`src/rtl/pkt_page_alloc.sv`:
```
module pkt_page_alloc #(
  parameter int PAGES    = 16,
  parameter int PKTS     = 16,
  parameter int MAXREQ   = 7,
  parameter int BUSY_CYC = 2
) (
  input  logic        clk,
  input  logic        rst_n,
  input  logic        cmd_valid,
  input  logic [2:0]  cmd_op,
  input  logic [3:0]  cmd_arg,
  input  logic        int_wr,
  input  logic [15:0] int_wdata,
  input  logic        auto_rel,
  input  logic        tx_done,
  input  logic        tx_ok,
  output logic [7:0]  result,
  output logic [15:0] int_word,
  output logic        irq,
  output logic        busy,
  output logic [$clog2(PAGES):0] free_cnt,
  output logic [$clog2(PKTS)-1:0] txq_head,
  output logic        txq_valid
);
  localparam int PW = $clog2(PAGES);
  localparam int NW = $clog2(PKTS);
  localparam int BW = $clog2(BUSY_CYC + 1);

  logic [PAGES-1:0] free_map;
  logic [PKTS-1:0]  used;
  logic [PW-1:0]    base_r [PKTS];
  logic [PW:0]      len_r  [PKTS];
  logic             pend;
  logic [PW:0]      pend_len;
  logic [NW-1:0]    q [PKTS];
  logic [NW-1:0]    rd, wr;
  logic [NW:0]      qcnt;
  logic [BW-1:0]    busy_cnt;
  logic             flag, mask;

  function automatic logic [PAGES-1:0] span(input logic [PW:0] n, input logic [PW-1:0] b);
    logic [PAGES-1:0] m;
    for (int i = 0; i < PAGES; i++)
      m[i] = (i >= int'(b)) && (i < int'(b) + int'(n));
    return m;
  endfunction

  wire accept    = cmd_valid && busy_cnt == '0 && cmd_op >= 3'd1 && cmd_op <= 3'd4;
  wire do_reset  = accept && cmd_op == 3'd2;
  wire do_alloc  = accept && cmd_op == 3'd1 && !pend;
  wire bad_req   = do_alloc && int'(cmd_arg) > MAXREQ;
  wire [NW-1:0] arg_p = cmd_arg[NW-1:0];
  wire want      = pend || (do_alloc && !bad_req);
  wire [PW:0] want_len = pend ? pend_len : (PW+1)'(cmd_arg) + 1'b1;

  logic [PAGES-1:0] fit;
  for (genvar b = 0; b < PAGES; b++) begin : g_fit
    assign fit[b] = (b + int'(want_len) <= PAGES) &&
                    ((span(want_len, PW'(b)) & ~free_map) == '0);
  end

  logic [PW-1:0] gbase;
  logic [NW-1:0] gnum;
  logic          gnum_ok;
  always_comb begin
    gbase = '0;
    for (int i = PAGES-1; i >= 0; i--) if (fit[i]) gbase = PW'(i);
    gnum = '0;
    gnum_ok = 1'b0;
    for (int i = PKTS-1; i >= 0; i--) if (!used[i]) begin gnum = NW'(i); gnum_ok = 1'b1; end
  end

  wire grant  = want && |fit && gnum_ok && !do_reset;
  wire pop    = tx_done && qcnt != '0;
  wire [NW-1:0] hd = q[rd];
  wire rel_h  = accept && cmd_op == 3'd3 && used[arg_p];
  wire rel_a  = pop && auto_rel && tx_ok && used[hd];
  wire push   = accept && cmd_op == 3'd4 && used[arg_p] && (int'(qcnt) < PKTS || pop);

  wire [PAGES-1:0] freed = (rel_h ? span(len_r[arg_p], base_r[arg_p]) : '0) |
                           (rel_a ? span(len_r[hd], base_r[hd]) : '0);
  wire [PAGES-1:0] taken = grant ? span(want_len, gbase) : '0;

  always_ff @(posedge clk or negedge rst_n) begin
    if (!rst_n) begin
      free_map <= '1;
      used     <= '0;
      pend     <= 1'b0;
      pend_len <= '0;
      rd       <= '0;
      wr       <= '0;
      qcnt     <= '0;
      result   <= 8'h80;
      for (int i = 0; i < PKTS; i++) begin
        base_r[i] <= '0;
        len_r[i]  <= '0;
        q[i]      <= '0;
      end
    end else if (do_reset) begin
      free_map <= '1;
      used     <= '0;
      pend     <= 1'b0;
      rd       <= '0;
      wr       <= '0;
      qcnt     <= '0;
    end else begin
      free_map <= (free_map | freed) & ~taken;
      for (int i = 0; i < PKTS; i++) begin
        if ((rel_h && arg_p == NW'(i)) || (rel_a && hd == NW'(i))) used[i] <= 1'b0;
        if (grant && gnum == NW'(i)) begin
          used[i]   <= 1'b1;
          base_r[i] <= gbase;
          len_r[i]  <= want_len;
        end
      end
      if (grant) begin
        pend   <= 1'b0;
        result <= {1'b0, (7-NW)'(0), gnum};
      end else if (do_alloc && !bad_req) begin
        pend     <= 1'b1;
        pend_len <= want_len;
      end
      if (bad_req) result <= 8'h80;
      if (push) begin
        q[wr] <= arg_p;
        wr    <= wr + 1'b1;
      end
      if (pop) rd <= rd + 1'b1;
      qcnt <= qcnt + (NW+1)'(push) - (NW+1)'(pop);
    end
  end

  always_ff @(posedge clk or negedge rst_n) begin
    if (!rst_n) begin
      busy_cnt <= '0;
      flag     <= 1'b0;
      mask     <= 1'b0;
    end else begin
      if (accept) busy_cnt <= BW'(BUSY_CYC);
      else if (busy_cnt != '0) busy_cnt <= busy_cnt - 1'b1;
      if (grant || bad_req) flag <= 1'b1;
      else if (int_wr && int_wdata[0]) flag <= 1'b0;
      if (int_wr) mask <= int_wdata[8];
    end
  end

  always_comb begin
    free_cnt = '0;
    for (int i = 0; i < PAGES; i++) free_cnt = free_cnt + (PW+1)'(free_map[i]);
  end

  assign busy      = busy_cnt != '0;
  assign int_word  = {7'b0, mask, 7'b0, flag};
  assign irq       = flag & mask;
  assign txq_head  = hd;
  assign txq_valid = qcnt != '0;
endmodule


```
`config.mk`:
```
export PLATFORM = sky130hd
export DESIGN_NAME = pkt_page_alloc
export DESIGN_NICKNAME = d
export VERILOG_FILES = /design/src/rtl/pkt_page_alloc.sv
export SDC_FILE = /design/constraint.sdc
export NUM_CORES = 1
export LEC_CHECK = 0
export ABC_AREA = 1
export BUFFER_PORTS_ARGS = -buffer_cell sky130_fd_sc_hd__buf_2
export CORE_UTILIZATION = 55
export DETAILED_ROUTE_END_ITERATION = 8
export HOLD_SLACK_MARGIN = 0.1
export PLACE_DENSITY = 0.72
export SLEW_MARGIN = 30
export SYNTH_ARGS = -nofsm -noshare
export SYNTH_HDL_FRONTEND = slang
export SYNTH_SLANG_ARGS = --single-unit
```
`constraint.sdc`:
```
create_clock -name clk -period 7.7 [get_ports clk]
set_input_delay 0.385 -clock clk [delete_from_list [all_inputs] [get_ports clk]]
set_output_delay 0.385 -clock clk [all_outputs]
set_load 0.05 [all_outputs]
```
Word-level counts from Yosys, hierarchy flattened
Cells that the tools add are included.

Register bits: 271. Latch bits: 0. Bits in writable memories: 0. Bits in read-only memories: 0. Logic and storage cells: 785. Memories kept: 0.

Add/sub/neg operators: 39. Multiply operators: 0. Divide/modulo/power cells: 0. Magnitude comparators: 256. Eq/ne operators: 49. Shift-type cells: 0. Mux-type cells: 122. Bitwise logic cells: 28. Reduce and logical (&&, ||, !) cells: 217.

Operators with widths (count): 5-bit by 32-bit less-than comparator with 1-bit output, first input constant (98); 4-bit by 32-bit less-than comparator with 1-bit output, first input constant (34); 32-bit by 6-bit less-or-equal comparator with 1-bit output, second input constant (15); 3-bit by 32-bit less-than comparator with 1-bit output, first input constant (11); 16-bit bitwise AND (17); 16-bit zero test (16); 4-bit 2-to-1 mux (43); 1-bit logical AND (131); 2-bit by 32-bit less-than comparator with 1-bit output, first input constant (4); 4-bit by 6-bit less-than comparator with 1-bit output, first input constant (18); 4-bit equality test, second input constant (24); 1-bit by 32-bit less-than comparator with 1-bit output, first input constant (3); 4-bit greater-or-equal comparator, first input constant (21); 16-bit 2-to-1 mux (5); 64-bit bitwise mux (1); 5-bit by 1-bit adder with 5-bit output (12); 1-bit 2-to-1 mux (55); 3-bit nonzero test (17); 4-bit by 5-bit adder with 6-bit output, first input constant (8); 4-bit binary-select mux with 4-bit select (3); 4-bit by 3-bit equality test with 1-bit output, second input constant (12); 3-bit by 4-bit greater-or-equal comparator with 1-bit output, first input constant (12); 5-bit binary-select mux with 4-bit select (2); 4-bit by 5-bit less-than comparator with 1-bit output, first input constant (8); 49 further kinds (141).

Longest topological paths before layout
Gate-level depths: netlist (run 1).

Depth after elaboration: 30. Gate-level depth with buffers: 53. Gate-level depth less buffers: 44.

Worst setup path after synthesis (run 1)
OpenSTA, ideal clock, no wires.

Path type: input to register. From: input port cmd_arg[0]. To: register free_map[0]. Library setup time: 0.063 ns. Data arrival time: 7.251 ns. Path slack: 0.386 ns. Stages: 47. Cells stage by stage: buf_4 clkinv_1 clkbuf_1 clkbuf_1 clkbuf_1 clkbuf_1 clkbuf_1 clkbuf_1 ha_1 inv_1 o21ai_4 inv_1 clkbuf_1 clkbuf_1 ha_1 inv_1 a21oi_1 or2_2 [11 not listed] nand2_1 nand2_1 nand2_1 nand2_1 inv_1 ha_1 inv_1 fa_1 or2_2 o21ai_0 nand2_1 nor2_1 inv_1 nor2_1 nand2_1 nand2_1 o21ai_1 nand2_1.

Word-level cells in the longest chain between the ends: 30. Elaborated cells on any way between the ends: 267. Those cells by class: add/sub (18); order compare (157); mux (28); bitwise (21); reduce/logical (43).

RTL lines: from (decl) (RTL line 11) `input logic [3:0] cmd_arg,`; 4-bit by 1-bit adder with 5-bit output (*) (RTL line 54) `wire [PW:0] want_len = pend ? pend_len : (PW+1)'(cmd_arg) + 1'b1;`; 5-bit 2-to-1 mux (*) (RTL line 54); net want_len[1] (RTL line 54); branches (longest 20 deep; another with 5-bit by 32-bit less-than comparator with 1-bit output); 4-bit 2-to-1 mux (*) (RTL line 67) `for (int i = PAGES-1; i >= 0; i--) if (fit[i]) gbase = PW'(i);`; net gbase[0] (RTL line 62) `logic [PW-1:0] gbase;`; 4-bit by 5-bit adder with 6-bit output (RTL line 44) `m[i] = (i >= int'(b)) && (i < int'(b) + int'(n));`; 1-bit by 32-bit less-than comparator with 1-bit output (RTL line 44); 1-bit logical AND (*) (RTL line 44); 16-bit 2-to-1 mux (*) (RTL line 82) `wire [PAGES-1:0] taken = grant ? span(want_len, gbase) : '0;`; 16-bit NOT (*) (RTL line 107) `free_map <= (free_map | freed) & ~taken;`; 16-bit bitwise AND (*) (RTL line 107); 16-bit 2-to-1 mux (*) (RTL line 99) `end else if (do_reset) begin`; to (signal assigned) (RTL line 107); to (decl) (RTL line 29) `logic [PAGES-1:0] free_map;`.

Mark *: on every way through the listed nets, which the timed path passes. The select of a mux whose other input is x is not followed. A chain may end at the register's enable or synchronous reset.

Final worst setup path (run 1)
From: register pend. To: register free_map[13].

Word-level cells in the longest chain between the ends: 29. Elaborated cells on any way between the ends: 250. Those cells by class: add/sub (16); order compare (154); mux (19); bitwise (18); reduce/logical (43).

RTL lines: from (decl) (RTL line 33) `logic pend;`; from (signal assigned) (RTL line 88) `pend <= 1'b0;`; from (signal assigned) (RTL line 102) `pend <= 1'b0;`; from (signal assigned) (RTL line 117) `pend <= 1'b0;`; 5-bit 2-to-1 mux (*) (RTL line 54); branches (longest 20 deep; another with 5-bit by 32-bit less-than comparator with 1-bit output); 4-bit 2-to-1 mux (*) (RTL line 67); net gbase[2] (RTL line 62); 4-bit by 5-bit adder with 6-bit output (RTL line 44); 5-bit by 32-bit less-than comparator with 1-bit output (RTL line 44); 1-bit logical AND (*) (RTL line 44); 16-bit 2-to-1 mux (*) (RTL line 82); 16-bit NOT (*) (RTL line 107); 16-bit bitwise AND (*) (RTL line 107); 16-bit 2-to-1 mux (*) (RTL line 99).

Mark *: on every way through the listed nets, which the timed path passes.

==> flow_summary.toml, run 1 <==
[floorplanning]
die_area_sq_um = 33600
io_pins = 66
design.core.area_sq_um = 32500
die_h_um = 183
initial_core_util_pct = 55.7
rows = 66
fp.dieW_um = 183

[global_route]
grt_usage_pct = 38.8
grt-ovfl-total = 0
antenna_found_initial = 2
grt_pass1_wl_mm = 100
grt_pass1_vias = 17400
grt_start_max_net_pins = 150

[place]
gp_congestion = 1.04
numPortBuffers = 34
placed_cells = 2901
post-dp-hpwl_mm = 43.1

[synth]
synth_flop_cell = "dfrtp_1"
seq_area_frac_synth_pct = 37.2
yosysUniqueCellTypes = 64
yosysWarnings = 0
syn_area_per_cell_sq_um = 7.19
synth_most_common_cell = "nand2_1"
netlist_area_sq_um = 18100
ys_ff_latch = 268
yosysTopAreaCell = "dfrtp_1"
synth_edf_count = 0
netlist_top_cells_count = "nand2_1 (626), o21ai_0 (390), dfrtp_1 (251), inv_1 (217), nor2_1 (198)"
ys_async_sr_fraction_pct = 100
synthTopCellsByArea = "dfrtp_1 (35%), nand2_1 (13%), o21ai_0 (11%)"
yosysTopAreaCellShare_pct = 34.7
postSynthCellCount = 2515

[sta]
rsz0062_at_grt = "no"
min_period_ps = 6290
period_share_pct = 81.7
relSlewSlack_pct = 30.1
worst_slew_pin_slew_ps = 1050
hold_viol = 0
setup_tns_ps = 0
finalSetupViolCount = 0
max_freq_ghz = 0.159
drv_slew = 0
fin_skew_ps = 20.5

[clocking]
htreeDepth = 1
clock-root-buffer = "clkbuf_16"
insertion_delay_ps = 600
cts_tree = "yes"
cts_num_sinks = 268
post-cts-setup-buffers = 0
ctsResizeCount = 0
cts.clk_slew.worst_paths_ps = 60
cts_buffers = 30
clockBufferDepth = 3

[finish]
syn_to_final_growth_pct = 7.69
drive_above_1_share_pct = 8.14
fin_nets = 2594
fin_util_pct = 60.0
antenna_cells = 0
final_cells = 2960

[worst_setup_path]
worst_r2r_endpoint = "free_map[13]"
worstRegToRegCells = 26
worstPathRequired_ps = 8190
crit_start = "pend"
crit_fanout = 22
critPathKind = "flop to flop"
start_kind = "flop"
critPathCaptureType = "flop"
cp.arrival_ps = 6780
rr_startpoint = "pend"
reg2reg_slack_ps = 1410
crit_path_end = "free_map[13]"

[drt]
finalWirelength_mm = 64.0
dr.first_iter.drc_count = 2540
wl_met2_mm = 27.9
wl_met1_mm = 26.4
routed-wl-met3_mm = 6.96
wl_per_cell_um = 21.6
first_pass_iters = 6
antenna_left = 0
vias = 18500
viasPerCell = 6.24
top_layer_used = "met5"
drc_errors = 0

[hold_path]
hp-class = "input port to async pin"

[flow_run]
drv_cap = 0

[outcome]
outcome = "completed"
-- stage by stage --
step                hold WS (ps)  setup WS [ps]  instance area (sq um)
finish                       243           1410                  19500
global route                 265           1030                  19500
CTS                          308           1580                  19400
detailed placement           469           1290                  18400
global placement             455           1370                  18400
floorplan                   89.4            386                  18100
-- worst max-delay path: stages (launching register included) --
cell,delay [ps]
dfrtp_1,620
inv_2,160
nand2_1,120
o21ai_2,110
inv_1,770
ha_1,470
inv_1,210
o311ai_0,380
o21ai_0,140
nor4_1,270
o211ai_1,260
nand2_1,160
nor2_1,80
nand2_1,70
buf_4,270
inv_1,230
ha_1,330
inv_1,50
or2_2,300
nand2_1,70
a31oi_1,80
nand2_1,210
nor2_1,110
nor2_1,260
o21ai_0,190
o21ai_0,180
nand2_1,60
-- repair_timing --
item | in CTS | in global routing
hold buffers | 5 | 0
endpoints found under the setup margin | 0 | 0
endpoints found under the hold margin | 120 | 0
-- area by class of cell --
| class | instances | area (sq um) |
|---|---|---|
| clock buffer | 43 | 860 |
| timing repair buffer | 72 | 514 |
| multi-input combinational | 1891 | 9840 |
| sequential | 268 | 6730 |
| inverter | 234 | 886 |
| clock inverter | 10 | 105 |
| fill | 3068 | 13000 |
| tap | 442 | 553 |
-- cell families (layout without fill, tap and decap cells) --
logic type / after synthesis / count (layout) / share of synthesized area [%]
simple gates: 1030 / 1030 / 24.1
compound gates: 757 / 757 / 23.6
flops: 268 / 268 / 37.2
buf+inv: 372 / 359 / 8.80
xor+xnor: 19 / 19 / 1.04
fa+ha+maj: 67 / 67 / 5.22
other cells: 1 / 17 / 0.0207
mux: 1 / 1 / 0.0622
-- cells in the final DEF, fill, tap and decap left out, types with 12 or more instances in the layout --
master / count
a21oi_1: 110
a22oi_1: 19
buf_2: 33
buf_4: 30
clkbuf_16: 30
conb_1: 17
dfrtp_1: 251
dfstp_2: 17
fa_1: 14
ha_1: 53
inv_1: 216
inv_2: 14
nand2_1: 626
nand2_2: 12
nand3_1: 87
nand3_2: 12
nand4_1: 27
nor2_1: 198
nor3_1: 33
o211ai_1: 17
o21ai_0: 390
o21ai_1: 68
o221ai_1: 14
o22ai_1: 64
o311ai_0: 13
xor2_1: 14
-- layer usage --
metal  vias up  global-route usage (%)
li1       8424                       -
met4         4                    15.0
met1      8747                    54.2
met3       192                    6.99
met5         -                       0
met2      1102                    59.6
-- worst min path at each step --
stage	to	slack, ps
after floorplan	base_r[0]	90
after detailed placement	q[10]	470
final	base_r[60]	240
after global routing	base_r[48]	260
after global placement	pend_len[4]	460
after CTS	pend	310
-- state kept, by name, summed over array words and instances, names as in the netlist, 2 cells and up --
register	count
len_r	80
base_r	64
q	64
free_map	16
used	16
pend_len	5
qcnt	5
result	5
rd	4
wr	4
busy_cnt	2
Power of run 1 is left out: the tool's default activity adds up to more than one toggle a clock period on the data nets, which glitch-free logic cannot reach.
==> inputs of run 2 (changes only) <==
==> constraint.sdc (replaced) <==
create_clock -name clk -period 5.9 [get_ports clk]
set_input_delay 0.295 -clock clk [delete_from_list [all_inputs] [get_ports clk]]
set_output_delay 0.295 -clock clk [all_outputs]
set_load 0.05 [all_outputs]
==> flow_summary.toml, run 2 (synthesized netlist as in run 1, its figures left out) <==
[outcome]
outcome = "completed"

[finish]
largest_reg_flops = 80
final_cell_mix = "nand2_1 (624), o21ai_0 (390), dfrtp_1 (250), inv_1 (211), nor2_1 (196)"
syn_to_final_growth_pct = 9.53
fin_nets = 2618
final_common_cell = "nand2_1"
top_regs = "len_r x80, base_r x64, q x64"
drive_above_1_share_pct = 9.86
largest-register = "len_r"

[global_route]
grt_start_max_net_pins = 90
grt_usage_pct = 39.1
antenna_found_initial = 2
grt_pass1_wl_mm = 100
grt-ovfl-total = 0
grt_pass1_vias = 17400

[hold_path]
hp-class = "input port to flop"
hp-start = "cmd_op[0]"

[worst_setup_path]
reg2reg_slack_ps = 280
rr_startpoint = "rd[0]"
critPathCaptureType = "flop"
crit_cells = 24
crit_start = "rd[0]"
cp.arrival_ps = 6100
crit_path_end = "free_map[4]"
path_buf_inv = 3
crit_chain = "buf_4 > a21oi_1 > o21ai_0 > o211ai_1 > nand3_1 > nand2_1 > nand2_1 > inv_2 > nand2_1 > o21ai_0 > o21ai_0 > nand4_1 > ha_1 > nand3_1 > and2_1 > or2_2 > nand2_1 > inv_1 > nor2_1 > o21ai_0 > nand2_1 > nand3_1 > nand2_1 > nand2_1"
worstPathRequired_ps = 6380
crit_fanout = 38
critPathKind = "flop to flop"
worstRegToRegCells = 24
worst_r2r_endpoint = "free_map[4]"
crit_top_cell = "nand2_1"
slowest_delay_ps = 710
critPathTopFamily = "simple AND/OR/NAND/NOR gates"
start_kind = "flop"
crit_slowest_cell = "nand2_1"

[place]
numPortBuffers = 34
post-dp-hpwl_mm = 44.5
gp_congestion = 1.04

[flow_run]
drv_cap = 0

[floorplanning]
die_area_sq_um = 33600
die_h_um = 183
fp.dieW_um = 183
rows = 66
io_pins = 66
initial_core_util_pct = 55.7
design.core.area_sq_um = 32500

[drt]
antenna_left = 0
first_pass_iters = 5
finalWirelength_mm = 65.3
dr.first_iter.drc_count = 1979
drc_errors = 0
viasPerCell = 6.22
wl_per_cell_um = 21.8
vias = 18600

[clocking]
clockBufferDepth = 3
clock-root-buffer = "clkbuf_16"
cts_tree = "yes"
cts_buffers = 30
insertion_delay_ps = 590
cts_num_sinks = 268
cts.clk_slew.worst_paths_ps = 60
htreeDepth = 1

[sta]
drv_slew = 0
setup_tns_ps = 0
max_freq_ghz = 0.178
worst_slew_pin_slew_ps = 909
relSlewSlack_pct = 39.3
rsz0062_at_grt = "no"
hold_viol = 0
hold_ws_ps = 255
fin_skew_ps = 28.3
finalSetupViolCount = 0
period_share_pct = 95.3
min_period_ps = 5620
run 2: worst min-delay path: cells and delay by family:
kind	cells	cell delay, ps
and+or+nand+nor	4	250
buffers and inverters	3	280
run 2: worst min-delay path by stage:
stage	end	slack, ps	depth (start not counted)
global route	result[7]	290	7
finish	result[7]	260	7
detailed placement	q[9]	330	1
CTS	result[7]	260	7
global placement	pend_len[4]	450	2
floorplan	base_r[0]	-0.6	0
run 2: stage by stage:
step           setup slack (ps)  instance area (sq um)  utilization [%]  cells
2_1_floorplan              5.33                  18300                -   2531
3_3_place_gp                494                  18700             57.5   2925
3_5_place_dp                469                  18700             57.6   2926
4_1_cts                     451                  19800             61.0   2987
5_1_grt                    37.0                  19800             61.0   2988
6_report                    276                  19800             61.1   2990
run 2: repair_timing:
item,4_1_cts,5_1_grt
hold buffers,5,0
endpoints found under the setup margin,0,6
setup buffers,0,0
endpoints found under the hold margin,80,0
gates resized for setup,0,1
run 2: final cells by class:
cell class                 instances  area (sq um)
clock inverter                    17           213
sequential                       268          6730
multi-input combinational       1891          9870
fill                            3039         12600
antenna                            3          7.51
clock buffer                      39           855
tap                              442           553
timing repair buffer              96           698
inverter                         234           891
run 2: routing by layer:
metal / global-route usage, % / routed length (um) / vias up
li1: - / - / 8488
met1: 53.0 / 26400 / 8832
met2: 60.4 / 29000 / 1035
met3: 7.57 / 6830 / 229
met4: 17.9 / 3110 / 0
met5: 0 / 0 / -
Power of run 2 is left out for the same reason.
